`src/rtl/seg_guard_pkg.sv`:
```
package seg_guard_pkg;

    localparam int SEL_W   = 16;
    localparam int TGT_W   = 3;
    localparam int NUM_ENT = 6;

    typedef enum logic [TGT_W-1:0] {
        TGT_DS = 3'd0,
        TGT_ES = 3'd1,
        TGT_FS = 3'd2,
        TGT_GS = 3'd3,
        TGT_SS = 3'd4,
        TGT_CS = 3'd5
    } seg_tgt_e;

    typedef enum logic [2:0] {
        FC_NONE  = 3'd0,
        FC_GP0   = 3'd1,
        FC_GPSEL = 3'd2,
        FC_SSSEL = 3'd3,
        FC_NPSEL = 3'd4,
        FC_UD    = 3'd5
    } fault_cls_e;

    typedef struct packed {
        logic       present;
        logic       is_code;
        logic       rw;
        logic       conforming;
        logic [1:0] dpl;
        logic       in_limit;
    } desc_attr_t;

    function automatic logic sel_is_null(input logic [SEL_W-1:0] s);
        return s[SEL_W-1:2] == '0;
    endfunction

    function automatic logic [SEL_W-1:0] sel_err_code(input logic [SEL_W-1:0] s);
        return {s[SEL_W-1:2], 2'b00};
    endfunction

endpackage

```
`src/rtl/seg_chk_stack.sv`:
```
module seg_chk_stack
    import seg_guard_pkg::*;
(
    input  logic [SEL_W-1:0] sel,
    input  logic [1:0]       cpl,
    input  desc_attr_t       attr,
    output fault_cls_e       cls
);
    logic prot_bad;

    always_comb begin
        prot_bad = !attr.in_limit || (sel[1:0] != cpl) || attr.is_code
                || !attr.rw || (attr.dpl != cpl);
        if (sel_is_null(sel))  cls = FC_GP0;
        else if (prot_bad)     cls = FC_GPSEL;
        else if (!attr.present) cls = FC_SSSEL;
        else                   cls = FC_NONE;
    end
endmodule

```
`src/rtl/seg_chk_data.sv`:
```
module seg_chk_data
    import seg_guard_pkg::*;
(
    input  logic [SEL_W-1:0] sel,
    input  logic [1:0]       cpl,
    input  desc_attr_t       attr,
    output fault_cls_e       cls
);
    logic type_bad;
    logic priv_bad;

    always_comb begin
        type_bad = attr.is_code && !attr.rw;
        priv_bad = (!attr.is_code || !attr.conforming)
                && (sel[1:0] > attr.dpl) && (cpl > attr.dpl);
        if (sel_is_null(sel))                            cls = FC_NONE;
        else if (!attr.in_limit || type_bad || priv_bad) cls = FC_GPSEL;
        else if (!attr.present)                          cls = FC_NPSEL;
        else                                             cls = FC_NONE;
    end
endmodule

```
`src/rtl/seg_shadow_file.sv`:
```
module seg_shadow_file
    import seg_guard_pkg::*;
#(
    parameter int BASE_W = 32,
    parameter int N_ENT  = NUM_ENT,
    parameter int N_DATA = 4,
    localparam int IDX_W = TGT_W,
    localparam int ENT_W = SEL_W + BASE_W + 1
) (
    input  logic                   clk,
    input  logic                   rst,
    input  logic                   wr_en,
    input  logic [IDX_W-1:0]       wr_idx,
    input  logic [SEL_W-1:0]       wr_sel,
    input  logic [BASE_W-1:0]      wr_base,
    input  logic                   wr_null,
    input  logic [IDX_W-1:0]       rd_idx,
    output logic [SEL_W-1:0]       rd_sel,
    output logic [BASE_W-1:0]      rd_base,
    input  logic [IDX_W-1:0]       ref_idx,
    output logic                   ref_null,
    output logic [N_ENT*ENT_W-1:0] state_flat
);
    logic [SEL_W-1:0]  sel_q  [N_ENT];
    logic [BASE_W-1:0] base_q [N_ENT];
    logic [N_ENT-1:0]  null_q;

    for (genvar i = 0; i < N_ENT; i++) begin : g_ent
        localparam logic NULL_RST = (i < N_DATA);
        always_ff @(posedge clk) begin
            if (rst) begin
                sel_q[i]  <= '0;
                base_q[i] <= '0;
                null_q[i] <= NULL_RST;
            end else if (wr_en && wr_idx == IDX_W'(i)) begin
                sel_q[i]  <= wr_sel;
                base_q[i] <= wr_base;
                null_q[i] <= wr_null && NULL_RST;
            end
        end
        assign state_flat[i*ENT_W +: ENT_W] = {null_q[i], base_q[i], sel_q[i]};
    end

    always_comb begin
        rd_sel   = '0;
        rd_base  = '0;
        ref_null = 1'b0;
        for (int k = 0; k < N_ENT; k++) begin
            if (rd_idx == IDX_W'(k)) begin
                rd_sel  = sel_q[k];
                rd_base = base_q[k];
            end
            if (ref_idx == IDX_W'(k) && k < N_DATA) ref_null = null_q[k];
        end
    end
endmodule

```
`src/rtl/seg_irq_shadow.sv`:
```
module seg_irq_shadow (
    input  logic clk,
    input  logic rst,
    input  logic ss_commit,
    input  logic retire,
    output logic inhibit
);
    always_ff @(posedge clk) begin
        if (rst)                        inhibit <= 1'b0;
        else if (ss_commit && !inhibit) inhibit <= 1'b1;
        else if (inhibit && retire)     inhibit <= 1'b0;
    end
endmodule

```
`src/rtl/seg_load_guard.sv`:
```
module seg_load_guard
    import seg_guard_pkg::*;
#(
    parameter int BASE_W = 32
) (
    input  logic              clk,
    input  logic              rst,
    input  logic              req_valid,
    input  logic [2:0]        req_target,
    input  logic [15:0]       req_sel,
    input  logic [1:0]        req_cpl,
    input  logic              desc_present,
    input  logic              desc_code,
    input  logic              desc_rw,
    input  logic              desc_conf,
    input  logic [1:0]        desc_dpl,
    input  logic              desc_in_limit,
    input  logic [BASE_W-1:0] desc_base,
    input  logic              instr_done,
    input  logic              ref_valid,
    input  logic [2:0]        ref_target,
    input  logic [2:0]        rd_target,
    output logic              done_valid,
    output logic [2:0]        done_class,
    output logic [15:0]       done_code,
    output logic              ref_gp,
    output logic              irq_inhibit,
    output logic [15:0]       rd_sel,
    output logic [BASE_W-1:0] rd_base
);
    localparam int ENT_W = SEL_W + BASE_W + 1;

    desc_attr_t attr;
    fault_cls_e stk_cls, dat_cls, cls;
    seg_tgt_e   tgt;
    logic       commit, ss_commit, ref_null;
    logic [NUM_ENT*ENT_W-1:0] shadow_flat;

    assign tgt  = seg_tgt_e'(req_target);
    assign attr = '{present: desc_present, is_code: desc_code, rw: desc_rw,
                    conforming: desc_conf, dpl: desc_dpl, in_limit: desc_in_limit};

    seg_chk_stack u_stk (.sel(req_sel), .cpl(req_cpl), .attr(attr), .cls(stk_cls));
    seg_chk_data  u_dat (.sel(req_sel), .cpl(req_cpl), .attr(attr), .cls(dat_cls));

    always_comb begin
        if (tgt == TGT_SS)       cls = stk_cls;
        else if (req_target < 4) cls = dat_cls;
        else                     cls = FC_UD;
    end

    assign commit    = req_valid && (cls == FC_NONE);
    assign ss_commit = commit && (tgt == TGT_SS);

    seg_shadow_file #(.BASE_W(BASE_W)) u_file (
        .clk(clk), .rst(rst),
        .wr_en(commit), .wr_idx(req_target), .wr_sel(req_sel),
        .wr_base(desc_base), .wr_null(sel_is_null(req_sel)),
        .rd_idx(rd_target), .rd_sel(rd_sel), .rd_base(rd_base),
        .ref_idx(ref_target), .ref_null(ref_null),
        .state_flat(shadow_flat)
    );

    seg_irq_shadow u_irq (
        .clk(clk), .rst(rst), .ss_commit(ss_commit),
        .retire(req_valid || instr_done), .inhibit(irq_inhibit)
    );

    always_ff @(posedge clk) begin
        if (rst) begin
            done_valid <= 1'b0;
            done_class <= FC_NONE;
            done_code  <= '0;
            ref_gp     <= 1'b0;
        end else begin
            done_valid <= req_valid;
            ref_gp     <= ref_valid && ref_null;
            if (req_valid) begin
                done_class <= cls;
                done_code  <= (cls == FC_GPSEL || cls == FC_SSSEL || cls == FC_NPSEL)
                              ? sel_err_code(req_sel) : '0;
            end
        end
    end
endmodule

```
`config.mk`:
```
export PLATFORM = sky130hd
export DESIGN_NAME = seg_load_guard
export DESIGN_NICKNAME = d
export VERILOG_FILES = /design/src/rtl/seg_guard_pkg.sv /design/src/rtl/seg_chk_stack.sv /design/src/rtl/seg_chk_data.sv /design/src/rtl/seg_shadow_file.sv /design/src/rtl/seg_irq_shadow.sv /design/src/rtl/seg_load_guard.sv
export SDC_FILE = /design/constraint.sdc
export NUM_CORES = 1
export LEC_CHECK = 0
export CORE_MARGIN = 3
export CORE_UTILIZATION = 45
export CTS_CLUSTER_DIAMETER = 40
export DETAILED_ROUTE_END_ITERATION = 10
export GPL_TIMING_DRIVEN = 1
export PLACE_DENSITY = 0.69
export SLEW_MARGIN = 20
export SYNTH_ARGS = -nofsm -noshare
export SYNTH_HDL_FRONTEND = slang
export SYNTH_SLANG_ARGS = --single-unit
```
`constraint.sdc`:
```
create_clock -name clk -period 5.5 [get_ports clk]
set_clock_uncertainty 0.2 [all_clocks]
set_input_delay 1.1 -clock clk [delete_from_list [all_inputs] [get_ports clk]]
set_output_delay 1.1 -clock clk [all_outputs]
set_load 0.1 [all_outputs]
```
## Word level (Yosys, flattened, before mapping)

Memories as Yosys holds them, arrays and structs flattened.
Cells that the tools add are included.

- Bits in registers: 26
- Bits in writable memories: 288
- Bits of input ports: 71
- Output and inout bits: 70
- Word-level logic and storage cells: 137
- Memories kept: 2

Memory list:

| memory | depth | width | rd ports | clocked after memory_dff | write ports | RTL line | text |
|---|---|---|---|---|---|---|---|
| u_file.base_q | 6 | 32 | 6 | 0 | 6 | seg_shadow_file.sv:25 | `logic [BASE_W-1:0] base_q [N_ENT];` |
| u_file.sel_q | 6 | 16 | 6 | 0 | 6 | seg_shadow_file.sv:24 | `logic [SEL_W-1:0] sel_q [N_ENT];` |

- Magnitude comparators: 3
- Eq/ne operators: 18
- Mux-type cells: 59
- Bitwise gates (word level): 12
- Reduce and logical (&&, ||, !) cells: 34

Operators by type and width:

| kind | number |
|---|---|
| 32-bit 2-to-1 mux | 12 |
| 16-bit 2-to-1 mux | 13 |
| 1-bit 2-to-1 mux | 26 |
| 3-bit by 2-bit == test with 1-bit output, second input constant | 8 |
| 3-bit 2-to-1 mux | 7 |
| 3-bit == test, second input constant | 5 |
| 14-bit zero test | 1 |
| 1-bit logical AND | 13 |
| 3-bit zero test | 4 |
| 1-bit OR | 12 |
| 1-bit logical OR | 10 |
| 3-bit by 1-bit == test with 1-bit output, second input constant | 3 |
| 1-bit zero test | 5 |
| 2-bit greater-than comparator | 2 |
| 2-bit != test | 2 |
| 3-bit less-than comparator, second input constant | 1 |
| 2-bit 2-to-1 mux | 1 |
| 2-bit nonzero test | 1 |

## Logic depth before layout (Yosys ltp)

- Word-level depth: 16
- Gate-level depth with buffers: 10
- Depth with buffers taken out: 7

## By module

From an unflattened synthesis, not the netlist that was laid out.

- Cells, all modules: 1,144
- Area total of the unflattened synthesis: 15,069.5 µm²

By module, submodules not included:

| module | instances | cells an instance | area an instance (µm²) | seq. area each (µm²) |
|---|---|---|---|---|
| seg_shadow_file | 1 | 982 | 13,588.0 | 8,728.4 |
| seg_load_guard | 1 | 121 | 1,186.1 | 380.4 |
| seg_chk_data | 1 | 22 | 166.4 | 0.0 |
| seg_chk_stack | 1 | 16 | 97.6 | 0.0 |
| seg_irq_shadow | 1 | 3 | 31.3 | 20.0 |

## Worst setup path before layout

Ideal clock, no wire load.

- Path type: input port to output port
- Start: input port rd_target[0]
- End: output port rd_base[20]
- Arrival time: 3,704 ps
- Required time: 4,200 ps
- Slack: 496 ps
- Stages: 6
- Path buffers: 4
- Path through: buf_2 buf_2 buf_2 buf_2 mux2i_1 o22ai_1

- Word-level cells in the longest chain between the ends: 7
- Elaborated cells on any way between the ends: 12
- Those cells by class: eq/ne (5); mux (6); reduce/logical (1)

Ends and longest elaborated chain:

| element | RTL line | text |
|---|---|---|
| start: declaration | seg_load_guard.sv:22 | `input logic [2:0] rd_target,` |
| 3-bit zero test | seg_shadow_file.sv:49 | `if (rd_idx == IDX_W'(k)) begin` |
| 32-bit 2-to-1 mux (5 in series) | seg_shadow_file.sv:49 |  |
| 32-bit 2-to-1 mux (*) | seg_shadow_file.sv:49 |  |
| end: declaration | seg_load_guard.sv:29 | `output logic [BASE_W-1:0] rd_base` |

Every way passes the cells marked *; elsewhere a longest branch is shown, timed or not.

## Final worst setup path

- Start: input port rd_target[1]
- End: output port rd_sel[15]

- Word-level cells in the longest chain between the ends: 7
- Elaborated cells on any way between the ends: 12
- Those cells by class: eq/ne (5); mux (6); reduce/logical (1)

Ends and longest elaborated chain:

| element | RTL line | text |
|---|---|---|
| 3-bit zero test | seg_shadow_file.sv:49 |  |
| 16-bit 2-to-1 mux (5 in series) | seg_shadow_file.sv:49 |  |
| 16-bit 2-to-1 mux (*) | seg_shadow_file.sv:49 |  |
| end: declaration | seg_load_guard.sv:28 | `output logic [15:0] rd_sel,` |

Marks and branches as above.

==> results.txt <==
The shortest clock period the worst path allows after layout was 4.367 ns; the core footprint was 0.02909 mm2. During I/O placement, the number of pins put on the boundary was 141. Once the floorplan was initialized, standard cells occupied 46.35% of the core. The analysis attributes to cell leakage a power of 0.006103 uW. Average vias per placed instance: 5.459. The floorplan step set the die width to 179.1 um. The longest clock path from root to sink contains 3 buffers. Gates resized during post-CTS repair numbered 0. The transition time at the pin with the least slew margin works out to 1.068 ns. The number of cells on the worst hold path was 1. In this run, CTS created clock tree buffers numbering 43.

The critical path is of the in2out type. The run gives 0 as the final count of negative-setup-slack endpoints. The commonest cells after synthesis are sky130_fd_sc_hd__edfxtp_1, sky130_fd_sc_hd__nor2_1, sky130_fd_sc_hd__mux2i_1.

The number of hold buffers added after CTS was 0. Summed over all layers, the routed wires come to 33150 um. The mean cell area of the mapped netlist is 12.68 um2, and the data required time of the critical path is 4.20 ns. The clock-pin slew on the worst setup and hold paths works out to 0.06 ns.

The Yosys step of the flow raised 0 warnings. TritonCTS built the clock tree. The tool flagged a number of max-cap violations equal to 0.

The final-report hold violation count came out at 0. In this run the tightest slew margin relative to its limit is 28.65%. The tools report the global routing usage summed across all routing layers as 20.94%. The cell total after placement is 1569, and the number of buffers inserted by post-CTS setup repair is 0.

For the weighted congestion reported at the end of routability-driven placement, the log shows 0.7779. The synthesized design spends more area on one cell type than any other, namely sky130_fd_sc_hd__edfxtp_1. Derived from the worst setup path, the maximum achievable clock frequency is 0.2290 GHz. The total power divided by cell area is 381.3 mW/mm2, and the arrival time reported for the critical path endpoint is 3.07 ns.

For the final routed database, the setup TNS stands at 0 ns. Counting cells, the worst reg-to-reg path comes to 2. The logs give 0.01348 mm2 for the cell area after synthesis and 2 for the maximum level of the CTS H-tree. For this run, design rule violations remaining after detail routing come to 0.

Cell area reported after detailed placement: 0.01565 mm2. Yosys attributes the largest share of cell area to sky130_fd_sc_hd__edfxtp_1, sky130_fd_sc_hd__nor2_1, sky130_fd_sc_hd__mux2i_1. Counting every instance in the synthesized netlist gives 1063.

For the worst supply voltage drop on vdd, the log shows 0.2504 mV. Sequential cells were found to cover 67.71% of the synthesized design area. Entering global routing, the biggest net connects 99 pins. Net count reported at finish: 1305. Among all flip-flop cells after synthesis, the most frequent one is sky130_fd_sc_hd__edfxtp_1. Of all flip-flops after synthesis, the portion carrying an async set or reset was 0%. The floorplan step set the die height to 179.1 um. STA classifies the critical path endpoint as a primary output.

Via count of the first global-routing pass: 9537. The count of pins over their slew limit is 0, and the ratio of final minimum period to clock period is 79.40%. The wire length of the first global-routing pass was 51620 um; the number of antenna violations at the first check in global routing was 0.

The tree built by TritonCTS fans out to 312 sinks. The final design utilization is 58.92%, and the clock network latency to the later pin of the worst-skew pair is 0.53 ns. The floorplan step defined a die boundary enclosing 0.03208 mm2.

The routed layout has 8991 vias. The tools report the HPWL after detailed placement as 17940 um. In the final routed layout, each cell accounts on average for 20.13 um. Number of inserted diodes: 0.

The run finished with clean final reports. The initialized floorplan defines 62 standard-cell rows. The synthesized netlist contains 47 unique library cells. Summed over all layers, the global routing overflow is 0. The finished layout holds 1647 standard cells, fillers aside. Summed over its instances, the top area cell type makes up 64.14% of the synthesized netlist area.

The sort of element at the start of the critical path was a primary input. The count of input and output buffers is 138, and the layout overhead on the synthesized area is 27.13%. The finished cells cover 0.01714 mm2. Counting the fill cells in the layout gives 2302.

The most common cell in the synthesized netlist is sky130_fd_sc_hd__edfxtp_1. Overall power consumption after layout is estimated at 6536 uW. After the first detailed-routing iteration, the DRC count stood at 673. The tightest min-delay check is of the reg2reg type.

Of all nets on the critical path, the largest fanout is 49. The number of enable flip-flop cells after synthesis is 288, and the final antenna-violating net count is 0. Setup repair after global routing left no endpoint under its margin. The synthesized design contains 312 register bits. For the total iterations of the first detailed-routing run, the log shows 5. In the final layout, the share of cells above drive strength 1 is 13.70%. Clock tree synthesis selected as its root buffer the cell sky130_fd_sc_hd__clkbuf_16.
[flip-flops by register name, indices dropped and copies added (netlist names)]
| name | cells |
|---|---|
| u_file.state_flat | 4 |
| done_class | 3 |
| done_code | 14 |
| done_valid | 1 |
| u_file.base_q | 192 |
| u_irq.inhibit | 1 |
| u_file.sel_q | 96 |
| ref_gp | 1 |
[power breakdown]
group	switching (uW)	internal (uW)	leakage, uW
Combinational	641	282	0.00244
Sequential	39.5	2740	0.00296
Clock	1050	1790	0.000704
[final cells by class]
cell class / instances / area, um2 / share of cell area [%]
flip-flops and latches: 312 / 9129 / 53.26
clock inverters: 29 / 349.1 / 2.037
multi-input cells: 707 / 4204 / 24.53
well taps: 384 / 480.5 / 2.803
repair buffers: 153 / 1788 / 10.43
inverters: 13 / 48.80 / 0.2847
clock buffers: 49 / 1141 / 6.657
[final timing paths]
| path | slack, ns | end | start |
|---|---|---|---|
| worst max-delay path | 1.13 | rd_sel[15] | rd_target[1] |
| worst min-delay path | 0.29 | u_file.state_flat[97]$_SDFFE_PP1P_ | u_file.state_flat[97]$_SDFFE_PP1P_ |
| worst max register to register | 4.19 | ref_gp$_SDFF_PP0_ | u_file.state_flat[146]$_SDFFE_PP1P_ |
| worst min register to register | 0.29 | u_file.state_flat[97]$_SDFFE_PP1P_ | u_file.state_flat[97]$_SDFFE_PP1P_ |
[worst max-delay path: stages]
cell                       delay, ns
sky130_fd_sc_hd__buf_2          0.12
sky130_fd_sc_hd__buf_4          0.57
sky130_fd_sc_hd__nor3b_2        0.31
sky130_fd_sc_hd__buf_4          0.36
sky130_fd_sc_hd__nand2_1        0.09
sky130_fd_sc_hd__o221ai_1       0.14
sky130_fd_sc_hd__buf_4          0.36
[placed cells by master (no fill, tap or decap), types with 34 or more instances in the layout]
master                            Yosys  routed
sky130_fd_sc_hd__edfxtp_1           288     288
sky130_fd_sc_hd__nor2_1             280     280
sky130_fd_sc_hd__mux2i_1             88      88
sky130_fd_sc_hd__clkdlybuf4s50_1      0      86
sky130_fd_sc_hd__nand2b_1            69      63
sky130_fd_sc_hd__conb_1               1      50
sky130_fd_sc_hd__nand2_1             50      47
sky130_fd_sc_hd__clkbuf_16            0      45
sky130_fd_sc_hd__a21oi_1             43      43
sky130_fd_sc_hd__o221ai_1            41      41
sky130_fd_sc_hd__buf_12               1      34
[per-layer routing]
| metal | share of wire, % | track usage [%] |
|---|---|---|
| met1 | 41 | 27.10 |
| met5 | 0 | 0 |
| met2 | 48 | 34.57 |
| met3 | 8.2 | 4.596 |
| met4 | 3.0 | 8.215 |
[cell families after synthesis]
| logic type | Yosys count | share of synthesized area (%) |
|---|---|---|
| and+or+nand+nor | 434 | 14.40 |
| AOI/OAI and AO/OA | 121 | 6.542 |
| adders and majority gates | 4 | 0.3712 |
| xor gates and xnor gates | 2 | 0.1299 |
| DFF | 312 | 67.71 |
| other | 1 | 0.02781 |
| buffers and inverters | 93 | 2.951 |
| muxes | 96 | 7.869 |
[stage by stage]
step	worst slack (ns)	hold slack [ns]
after floorplan	0.4959	0.2305
after global placement	0.8500	0.2449
after CTS	1.104	0.2893
final	1.133	0.2890
after global routing	1.029	0.3026
after detailed placement	0.8192	0.2605
No activity file was read; power rests on OpenSTA's default activity.
